**config.mk**
```make
export PLATFORM = sky130hd
export DESIGN_NAME = pdcal_ctrl
export DESIGN_NICKNAME = d
export VERILOG_FILES = /design/src/rtl/pdcal_ctrl.sv
export SDC_FILE = /design/constraint.sdc
export NUM_CORES = 1
export LEC_CHECK = 0
export ABC_CLOCK_PERIOD_IN_PS = 1860
export CAP_MARGIN = 40
export CORE_AREA = 2 2 72 74
export DETAILED_ROUTE_END_ITERATION = 10
export DIE_AREA = 0 0 74 76
export DONT_BUFFER_PORTS = 1
export GPL_ROUTABILITY_DRIVEN = 0
export GPL_TIMING_DRIVEN = 0
export PLACE_DENSITY = 0.52
export SLEW_MARGIN = 5
export SYNTH_ARGS = -nofsm -noshare
export SYNTH_HDL_FRONTEND = slang
export SYNTH_SLANG_ARGS = --single-unit
```
**constraint.sdc**
```tcl
create_clock -name clk -period 1.86 [get_ports clk]
set_input_delay 0.372 -clock clk [delete_from_list [all_inputs] [get_ports clk]]
set_output_delay 0.372 -clock clk [all_outputs]
set_load 0.03 [all_outputs]
```
**src/rtl/pdcal_ctrl.sv**
```systemverilog
module pdcal_ctrl #(
  parameter int CYC_PER_US  = 250,
  parameter int MIN_HIGH_US = 1,
  parameter int TIMEOUT_US  = 1700
) (
  input  logic clk,
  input  logic rst_n,
  input  logic pd_cal,
  input  logic ref_ok,
  input  logic cal_done,
  output logic drv_en,
  output logic loop_rst,
  output logic cal_active,
  output logic lol_gate,
  output logic acq_start,
  output logic cal_late
);

  localparam int MIN_HI = CYC_PER_US * MIN_HIGH_US;
  localparam int TMO    = CYC_PER_US * TIMEOUT_US;
  localparam int HW     = $clog2(MIN_HI + 1);
  localparam int TW     = $clog2(TMO + 1);

  typedef enum logic [2:0] {
    S_PDOWN   = 3'd0,
    S_WAITREF = 3'd1,
    S_CAL     = 3'd2,
    S_ACQ     = 3'd3,
    S_RUN     = 3'd4
  } st_t;

  st_t st_q, st_d;
  logic [HW-1:0] hi_q;
  logic [TW-1:0] tmo_q;
  logic qualified;

  assign qualified = (hi_q >= HW'(MIN_HI));

  always_comb begin
    st_d = st_q;
    if (pd_cal) begin
      st_d = S_PDOWN;
    end else begin
      unique case (st_q)
        S_PDOWN:   st_d = !qualified ? S_ACQ : (ref_ok ? S_CAL : S_WAITREF);
        S_WAITREF: if (ref_ok) st_d = S_CAL;
        S_CAL:     if (!ref_ok) st_d = S_WAITREF;
                   else if (cal_done) st_d = S_ACQ;
        S_ACQ:     st_d = S_RUN;
        S_RUN:     st_d = S_RUN;
        default:   st_d = S_RUN;
      endcase
    end
  end

  always_ff @(posedge clk or negedge rst_n) begin
    if (!rst_n) begin
      st_q  <= S_RUN;
      hi_q  <= '0;
      tmo_q <= '0;
    end else begin
      st_q <= st_d;
      if (pd_cal) begin
        if (st_q != S_PDOWN) hi_q <= HW'(1);
        else if (!qualified) hi_q <= hi_q + HW'(1);
      end else if (st_q != S_PDOWN) begin
        hi_q <= '0;
      end
      if (st_q == S_PDOWN)
        tmo_q <= '0;
      else if ((st_q == S_WAITREF || st_q == S_CAL) && tmo_q != TW'(TMO))
        tmo_q <= tmo_q + TW'(1);
    end
  end

  assign drv_en     = (st_q != S_PDOWN);
  assign loop_rst   = (st_q == S_PDOWN) || (st_q == S_WAITREF);
  assign cal_active = (st_q == S_CAL);
  assign lol_gate   = (st_q == S_ACQ) || (st_q == S_RUN);
  assign acq_start  = (st_q == S_ACQ);
  assign cal_late   = (tmo_q == TW'(TMO));

endmodule


```
* Word level (Yosys, flattened, before mapping) *
Cells that the tools add are included.
W data, S select, Z words.

word-level totals
  flip-flop bits (word level) = 30
  logic and storage cells = 38
  output and inout port bits = 6

operators by class
  reductions and logical operators = 10
  eq/ne operators = 9
  $lt $le $gt $ge = 1
  muxes and demuxes = 13
  add/sub/neg operators = 2

operators by type and width
  cell                     number
  $mux W19                 2
  $mux W8                  4
  $add A19 B1 Y19 const B  1
  $eq A19 B19 Y1 const B   1
  $ne A19 B19 Y1 const B   1
  $mux W3                  4
  $pmux W3 S3              1
  $add A8 B1 Y8 const B    1
  $ge A8 B8 Y1 const B     1
  $eq A3 B2 Y1 const B     2
  $mux W2                  2
  $ne A4 B4 Y1 const B     1
  $reduce_and A2 Y1        2
  $reduce_bool A2 Y1       2
  $eq A3 B1 Y1 const B     1
  $eq A3 B3 Y1 const B     1
  $logic_not A3 Y1         1
  $logic_or A1 B1 Y1       3
  $ne A3 B3 Y1 const B     1
  $reduce_bool A3 Y1       1
  $ne A2 B2 Y1 const B     1
  $logic_and A1 B1 Y1      1

* Longest topological paths before layout *
Gate-level depths: netlist (run 1).

  word-level depth = 5
  depth in mapped cells = 7
  gate-level depth less buffers = 7

* Worst setup path before layout (run 1) *
Ideal clock, no wire load.

  kind = register to register
  start = register tmo_q[10]
  end = register tmo_q[12]
  library setup time = 0.066 ns
  stages on the path, launching flop included = 7
  data required time = 1.794 ns
  setup slack = 0.031 ns
  arrival = 1.763 ns
  cell sequence = dfrtp_1 > and3_1 > nand3_1 > or3_1 > clkinv_1 > or4_1 > nand2_1

between the ends
  cells in the longest elaborated chain, start to end = 3
  elaborated cells between the ends (all ways) = 6

RTL lines
  what                                               line    RTL
  start, declared                                    34      logic [TW-1:0] tmo_q;
  start signal, assigned                             72      tmo_q <= tmo_q + TW'(1);
  $add A19 B1 Y19 or $ne A19 B19 Y1 (tied branches)  72, 71
  $mux W19 or $logic_and A1 B1 Y1 (tied branches)    71      else if ((st_q == S_WAITREF || st_q == S_CAL) && tmo_q != TW'(TMO))
  $mux W19 or $reduce_bool A2 Y1 (tied branches)     --

Several ways; a longest one is shown, not always the timed one. The select of a mux whose other input is x is not followed.
A chain may end at the register's enable or synchronous reset.

* Final worst setup path (run 1) *
  start = register tmo_q[16]
  end = output port cal_late

between the ends
  cells in the longest elaborated chain, start to end = 1

RTL lines
  what            line  RTL
  $eq A19 B19 Y1  81    assign cal_late = (tmo_q == TW'(TMO));
  end, declared   16    output logic cal_late

No other way between the ends.

==> results.yml, run 1 <==
min_path:
  hold_start: "ref_ok"
  min_path_type: "primary input to register"
cts:
  numCtsBuffers: 5
  cts_tree: "yes"
  htreeDepth: 2
  clk_pin_slew_ns: 0.07
  cts-root-buf: "clkbuf_8"
  cts_sinks: 30
  clock_latency_ns: 0.29
  cts_max_path_buffers: 2
timing:
  finalCritPeriodShare: 1.06
  slew_headroom: 0.640
  final_max_slew_viol_count: 0
  holdWs_ns: 0.187
  setup_ws_ns: -0.105
  finalHoldViolCount: 0
  tightest_slew_ns: 0.531
  clock_skew_ns: 0.00816
  timing.fmax_ghz: 0.509
  rsz0062_at_grt: "true"
  setup_viol_count_final: 3
  fin_setup_tns_ns: -0.129
  min_period_ns: 1.96
yosys:
  syn-cell-area_mm2: 0.00164
  synth_common_cells: "29 x dfrtp_1, 24 x nor2_1, 13 x nand2_1"
  synth_most_common_cell: "dfrtp_1"
  yosysWarnings: 0
  seq_area_frac_synth: 0.460
  ys_ff_latch: 30
  postSynthCellCount: 172
  syn_nets: 181
  async_reset_ff_frac: 1.00
  ys_types: 39
  yosysTopAreaCell: "dfrtp_1"
  synth_top_area_share: 0.444
  synth-main-ff-cell: "dfrtp_1"
  synth.avg_cell_area_um2: 9.51
  synth_edf_count: 0
  synthTopCellsByArea: "dfrtp_1 44%, xor2_1 5.9%, nor2_1 5.5%"
detailed_routing:
  drt-total-wl_um: 3770
  vias: 1386
  remaining_drc_errors: 0
  drt_iter0_drc: 64
  routedWlPerCell_um: 14.3
  viasPerCell: 5.25
  postRouteAntennaNets: 0
  drtPass1Iterations: 5
layout:
  layout-drive-gt1-share: 0.232
  fin_util: 0.412
  antenna_cells: 0
  fin_nets: 202
  fin_area_mm2: 0.00202
  syn2layout_area_growth_pct: 23.8
pwr:
  total_power_uw: 1640
  peakVddDrop_uv: 453
  leakage_uw: 0.000861
  powerDensity_mw_per_mm2: 812
global_routing:
  grt_max_degree: 31
  gr-total-overflow: 0
  grt_usage: 0.152
  grt_pass1_wl_um: 6580
  first_global_vias: 1418
  antenna_found_initial: 0
floorplan:
  io_pins: 11
  die_width_um: 74
  std_cell_rows: 26
  fp.dieH_um: 76
  initial_core_util: 0.333
  core_area_mm2: 0.00491
  dieArea_mm2: 0.00562
worst_setup_path:
  criticalPathCategory: "register to primary output"
  worstPathRequired_ns: 1.49
  cp_max_fo: 5
  crit_path_start_kind: "register"
  endpoint_kind: "primary output"
  startpoint: "tmo_q[16]"
  rr_startpoint: "tmo_q[0]"
  cp.arrival_ns: 1.59
status:
  status: "finished with violations"
  failed_checks: "negative setup slack"
run:
  max-cap-violations: 0
placement:
  numPortBuffers: 0
  placed_cell_area_mm2: 0.00173
  place_hpwl_um: 2510
[report_power, final]
part	switching [uW]	internal, uW
registers	53.7	699
clock network	238	301
logic	228	123
total	520	1120
[final cells by class]
class | instances | area, um2
Sequential cell | 30 | 756
Clock buffer | 8 | 90.1
Inverter | 8 | 43.8
Fill cell | 483 | 2890
Timing Repair inverter | 2 | 12.5
Tap cell | 70 | 87.6
Multi-Input combinational cell | 128 | 885
Buffer | 6 | 43.8
Timing Repair Buffer | 12 | 106
[sequential cells by signal, summed over array words and instances (netlist names)]
signal,flops
hi_q,8
st_q,3
tmo_q,19
[final timing paths]
| kind | endpoint | slack, ns | cells past startpoint |
|---|---|---|---|
| max | cal_late | -0.10 | 4 |
| min | st_q[0] | 0.19 | 1 |
| max reg2reg | tmo_q[12] | -0.02 | 6 |
| min reg2reg | tmo_q[12] | 0.55 | 2 |
| max in group asynchronous | st_q[2] | 1.10 | 2 |
| min in group asynchronous | tmo_q[7] | 0.52 | 2 |
[cell families (layout without fill, tap and decap cells)]
kind of cell | count (synthesis) | after routing | synth area share
xor gates and xnor gates | 16 | 16 | 0.0972
DFF | 30 | 30 | 0.460
buffers and inverters | 14 | 36 | 0.0413
adders and majority gates | 4 | 4 | 0.0306
and+or+nand+nor | 82 | 82 | 0.275
AOI/OAI and AO/OA | 26 | 26 | 0.0957
[worst max-delay path, cell delays in order, from the launching register on]
cell	delay, ns
dfrtp_2	0.41
nor4_2	0.26
nand3b_1	0.12
or3_4	0.42
clkinv_8	0.09
[stage by stage]
step,setup WS (ns),std cells
after floorplan,0.0315,172
after global placement,-0.221,242
after detailed placement,-0.283,243
after CTS,-0.107,259
after global routing,-0.168,264
final,-0.105,264
[layer usage]
metal,track usage,part of all wire,routed length (um)
met1,0.194,0.46,1740
met5,0,0,0
met3,0.0410,0.035,133
met2,0.236,0.48,1820
met4,0.0709,0.020,76
[cells in the final DEF, fill, tap and decap left out, types with 2 or more instances in the layout]
master	synthesis	final
dfrtp_1	29	26
nor2_1	24	23
nand2_1	13	12
xor2_1	11	11
nand4_1	8	8
o21ai_0	8	8
a21oi_1	9	8
buf_4	0	8
nand3_1	8	7
inv_1	6	6
clkbuf_8	0	6
xnor2_1	4	4
nor3_1	5	4
buf_6	2	3
clkbuf_1	4	3
and4_1	3	3
or3_1	4	3
ha_1	4	3
dfrtp_2	0	3
nand3b_1	2	2
clkbuf_2	0	2
nand4b_1	2	2
and3_1	3	2
nor4b_1	3	2
[repair_timing]
action	CTS	global route
pin swaps	2	8
endpoints found under the setup margin	20	22
gates resized for setup	13	17
buffers inserted	4	5
hold buffers	2	0
gates cloned	2	0
hold endpoints to repair	30	0
(Power assumes the default switching activity.)
==> inputs of run 2 (changes only) <==
Settings changed: ABC_CLOCK_PERIOD_IN_PS 1860 to 1800, CELL_PAD_IN_SITES_DETAIL_PLACEMENT from default to 1, CELL_PAD_IN_SITES_GLOBAL_PLACEMENT from default to 1, CTS_CLUSTER_DIAMETER from default to 40, PLACE_DENSITY 0.52 to 0.64.
Clock period 1.86 ns to 1.8 ns, I/O delays scaled along.
==> run 2 against run 1 <==
Net effect: the flow still finishes with violations (negative setup slack); global-route usage up 0.39 points; critical path type unchanged; hold slack improved by 0.014 ns; count of clock-buffer cells in the layout is 3 lower; die area unchanged; total power increased by 13%; cell area increased by 1.9%; critical endpoint unchanged; sequential power up 1%; critical path depth is the same; final cell count rose by 1.1%; register-to-register slack got worse by 0.06 ns.
==> results.yml, run 2 (synthesis results as in run 1) <==
status:
  status: "finished with violations"
  failed_checks: "negative setup slack"
timing:
  tightest_slew_ns: 0.548
  setup_ws_ns: -0.180
  finalHoldViolCount: 0
  timing.fmax_ghz: 0.505
  fin_setup_tns_ns: -0.411
  rsz0062_at_grt: "true"
  clock_skew_ns: 0.00965
  setup_viol_count_final: 6
  final_max_slew_viol_count: 0
  min_period_ns: 1.98
  slew_headroom: 0.633
  finalCritPeriodShare: 1.10
global_routing:
  first_global_vias: 1398
  antenna_found_initial: 0
  grt_max_degree: 31
  grt_usage: 0.156
  grt_pass1_wl_um: 6780
  gr-total-overflow: 0
pwr:
  power.net_switching_uw: 564
  leakage_uw: 0.000892
  clock_power_share: 0.356
  p_comb_frac: 0.231
  p_int_uw: 1290
  total_power_uw: 1850
  swShare: 0.304
  powerDensity_mw_per_mm2: 898
  power_frac_seq: 0.412
  peakVddDrop_uv: 604
detailed_routing:
  drt-total-wl_um: 4100
  drt_iter0_drc: 50
  vias: 1370
  wl_met1_um: 1820
  viasPerCell: 5.13
  remaining_drc_errors: 0
  postRouteAntennaNets: 0
  routedWlPerCell_um: 15.4
  dr_wl_met2_um: 2160
  top_layer: "met4"
  drtPass1Iterations: 4
  wl_met3_um: 87
placement:
  dp_cells: 243
  numPortBuffers: 0
  place_hpwl_um: 2800
  placed_cell_area_mm2: 0.00173
  place_ws_ns: -0.354
layout:
  fin_nets: 205
  fin_area_mm2: 0.00206
  final.fill_count: 558
  final_common_cell: "dfrtp_1"
  syn2layout_area_growth_pct: 26.2
  antenna_cells: 0
  fin_cells: 267
  largest_reg_flops: 19
  layout-drive-gt1-share: 0.239
  layout.cells.most_common_list: "28 x dfrtp_1, 23 x nor2_1, 12 x nand2_1"
  reg.largest.list: "tmo_q: 19 flops, hi_q: 8 flops, st_q: 3 flops"
  regMostFlops: "tmo_q"
cts:
  htreeDepth: 2
  clk_pin_slew_ns: 0.07
  cts-root-buf: "clkbuf_8"
  cts_sinks: 30
  cts_max_path_buffers: 2
  clock_latency_ns: 0.28
  cts_tree: "yes"
  numCtsBuffers: 5
floorplan:
  core_area_mm2: 0.00491
  std_cell_rows: 26
  io_pins: 11
  die_width_um: 74
  initial_core_util: 0.333
  fp.dieH_um: 76
  dieArea_mm2: 0.00562
min_path:
  hold_path_depth: 1
  hold_start: "ref_ok"
  min_to: "st_q[0]"
  min_path_type: "primary input to register"
worst_setup_path:
  crit_path_start_kind: "register"
  startpoint: "tmo_q[9]"
  r2r_cells: 7
  cp.arrival_ns: 1.62
  worstPathRequired_ns: 1.44
  rr_endpoint: "tmo_q[0]"
  criticalPathCategory: "register to primary output"
  cp_max_fo: 5
  r2r_slack_ns: -0.08
  endpoint_kind: "primary output"
  rr_startpoint: "tmo_q[9]"
run:
  max-cap-violations: 0
## run 2: cell count changes in the layout (fill, tap and decap cells not counted), moves of 2 or more
cell	previous run	this run
dfrtp_2	3	1
buf_4	8	11
dfrtp_1	26	28
clkbuf_1	3	1
clkinv_2	1	3
## run 2: worst max-delay path, stage by stage (launching register included)
cell	delay, ns
dfrtp_1	0.40
nor4_1	0.27
nand3b_1	0.14
or3_4	0.43
clkinv_8	0.09
## run 2: how the worst max path moves through the flow
stage | end | cells after the start
after floorplan | cal_late | 4
after global placement | tmo_q[11] | 5
after detailed placement | tmo_q[18] | 5
after CTS | cal_late | 4
final | cal_late | 4
after global routing | cal_late | 4
## run 2: through the flow
step	util	hold WS (ns)
floorplan	-	0.0644
global placement	0.351	0.0658
detailed placement	0.352	0.0657
CTS	0.406	0.195
global route	0.420	0.200
finish	0.420	0.201
## run 2: power by group through the flow
stage | Sequential [uW] | Clock, uW | Combinational, uW
global placement | 778 | 0 | 299
detailed placement | 780 | 0 | 323
global route | 769 | 706 | 472
CTS | 772 | 678 | 371
finish | 764 | 660 | 428
floorplan | 768 | 0 | 251
## run 2: routing by layer
metal,track usage,vias to the layer above
met4,0.0327,0
li1,-,656
met3,0.0370,4
met2,0.269,10
met5,0,-
met1,0.196,700
## run 2: timing repair
action                                 in CTS  in global routing
pin swaps                                   1                  7
hold buffers                                2                  0
gates resized for setup                    18                  7
setup endpoints to repair                  27                 16
endpoints found under the hold margin      30                  0
gates cloned                                2                  0
setup buffers                               7                  5
## run 2: final cells by class
type	count	area (um2)	area share
buffer	6	43.8	0.0212
clock buffer	5	68.8	0.0334
clock inverter	3	40.0	0.0194
inverter	8	43.8	0.0212
multi-input combinational	128	885	0.429
sequential	30	753	0.365
tap	70	87.6	0.0424
timing repair buffer	15	129	0.0625
timing repair inverter	2	12.5	0.00606
==> inputs of run 3 (changes only) <==
Settings changed: RECOVER_POWER from default to 100.
==> run 3 against run 2 <==
Net effect: the run still ends with negative setup slack left; sequential power about the same; clock skew barely moved; final cell count stayed put; utilization shrank 0.59 points; global-route usage is the same; critical path depth stayed put; critical path type unchanged; critical endpoint unchanged; largest power group unchanged.
==> results.yml, run 3 (synthesis results as in run 1) <==
global_routing:
  gr-total-overflow: 0
  grt_max_degree: 31
  grt_pass1_wl_um: 6780
  first_global_vias: 1398
  grt_usage: 0.156
  antenna_found_initial: 0
pwr:
  leakage_uw: 0.000872
  peakVddDrop_uv: 604
  powerDensity_mw_per_mm2: 905
  total_power_uw: 1840
floorplan:
  core_area_mm2: 0.00491
  die_width_um: 74
  io_pins: 11
  fp.dieH_um: 76
  std_cell_rows: 26
  initial_core_util: 0.333
  dieArea_mm2: 0.00562
cts:
  cts_max_path_buffers: 2
  cts-root-buf: "clkbuf_8"
  clock_latency_ns: 0.28
  clk_pin_slew_ns: 0.07
  cts_tree: "yes"
  htreeDepth: 2
  cts_sinks: 30
  numCtsBuffers: 5
placement:
  place_hpwl_um: 2800
  numPortBuffers: 0
  place_ws_ns: -0.354
worst_setup_path:
  endpoint_kind: "primary output"
  crit_path_start_kind: "register"
  cp.arrival_ns: 1.62
  worstPathRequired_ns: 1.44
  cp_max_fo: 5
  criticalPathCategory: "register to primary output"
timing:
  finalHoldViolCount: 0
  rsz0062_at_grt: "true"
  min_period_ns: 1.98
  final_max_slew_viol_count: 0
  finalCritPeriodShare: 1.10
  timing.fmax_ghz: 0.504
  slew_headroom: 0.491
  clock_skew_ns: 0.0101
  setup_viol_count_final: 16
  tightest_slew_ns: 0.763
  setup_ws_ns: -0.183
detailed_routing:
  routedWlPerCell_um: 15.4
  vias: 1361
  postRouteAntennaNets: 0
  remaining_drc_errors: 0
  viasPerCell: 5.10
  drt_iter0_drc: 52
  drtPass1Iterations: 4
  drt-total-wl_um: 4100
layout:
  layout-drive-gt1-share: 0.228
  largest_reg_flops: 19
  syn2layout_area_growth_pct: 24.4
  layout.cells.most_common_list: "28 x dfrtp_1, 23 x nor2_1, 12 x nand2_1"
  fin_nets: 205
  reg.largest.list: "tmo_q: 19 flops, hi_q: 8 flops, st_q: 3 flops"
  final_common_cell: "dfrtp_1"
  final.fill_count: 564
  antenna_cells: 0
  regMostFlops: "tmo_q"
  fin_util: 0.414
status:
  failed_checks: "negative setup slack"
  status: "finished with violations"
run:
  max-cap-violations: 0
min_path:
  min_path_type: "primary input to register"
==> run 3: cell type report <==
class,count,area (um2),area share
Tap cell,70,87.6,0.0431
Multi-Input combinational cell,128,873,0.429
Inverter,8,42.5,0.0209
Clock buffer,5,68.8,0.0338
Clock inverter,3,40.0,0.0197
Timing Repair Buffer,15,114,0.0560
Sequential cell,30,753,0.370
Timing Repair inverter,2,12.5,0.00615
Buffer,6,42.5,0.0209
==> run 3: path summary, 6_finish.rpt <==
path                            from         to  slack (ns)  depth (start not counted)
max                         tmo_q[9]   cal_late       -0.18                          4
min                           ref_ok    st_q[0]        0.20                          1
max reg2reg                 tmo_q[9]   tmo_q[0]       -0.09                          7
min reg2reg                tmo_q[12]  tmo_q[12]        0.56                          2
max in group asynchronous      rst_n   tmo_q[4]        0.58                          2
min in group asynchronous      rst_n  tmo_q[17]        0.69                          2
==> run 3: power breakdown <==
part	internal (uW)	switching (uW)
Combinational	154	261
Clock	407	256
Sequential	721	43.0
==> run 3: worst max-delay path: stages (launching register included) <==
cell	delay, ns
dfrtp_1	0.40
nor4_1	0.27
nand3b_1	0.14
or3_4	0.43
clkinv_8	0.09
==> run 3: what timing repair did <==
action | CTS | global route
hold buffers | 2 | 0
buffers inserted | 7 | 5
pin swaps | 1 | 7
resized for setup | 18 | 7
gates cloned | 2 | 0
setup endpoints to repair | 27 | 16
hold endpoints to repair | 30 | 0
==> run 3: routing by layer <==
layer,GRT usage,routed length (um)
met1,0.196,1820
met2,0.269,2150
met3,0.0370,100
met4,0.0327,29
met5,0,0
==> run 3: metrics by stage <==
| stage | TNS, ns | hold slack [ns] | cells | instance area (um2) |
|---|---|---|---|---|
| 2_1_floorplan | 0 | 0.0644 | 172 | 1640 |
| 3_3_place_gp | -3.04 | 0.0658 | 242 | 1720 |
| 3_5_place_dp | -4.88 | 0.0657 | 243 | 1730 |
| 4_1_cts | -0.265 | 0.195 | 262 | 1990 |
| 5_1_grt | -2.38 | 0.200 | 267 | 2030 |
| 6_report | -0.903 | 0.200 | 267 | 2030 |
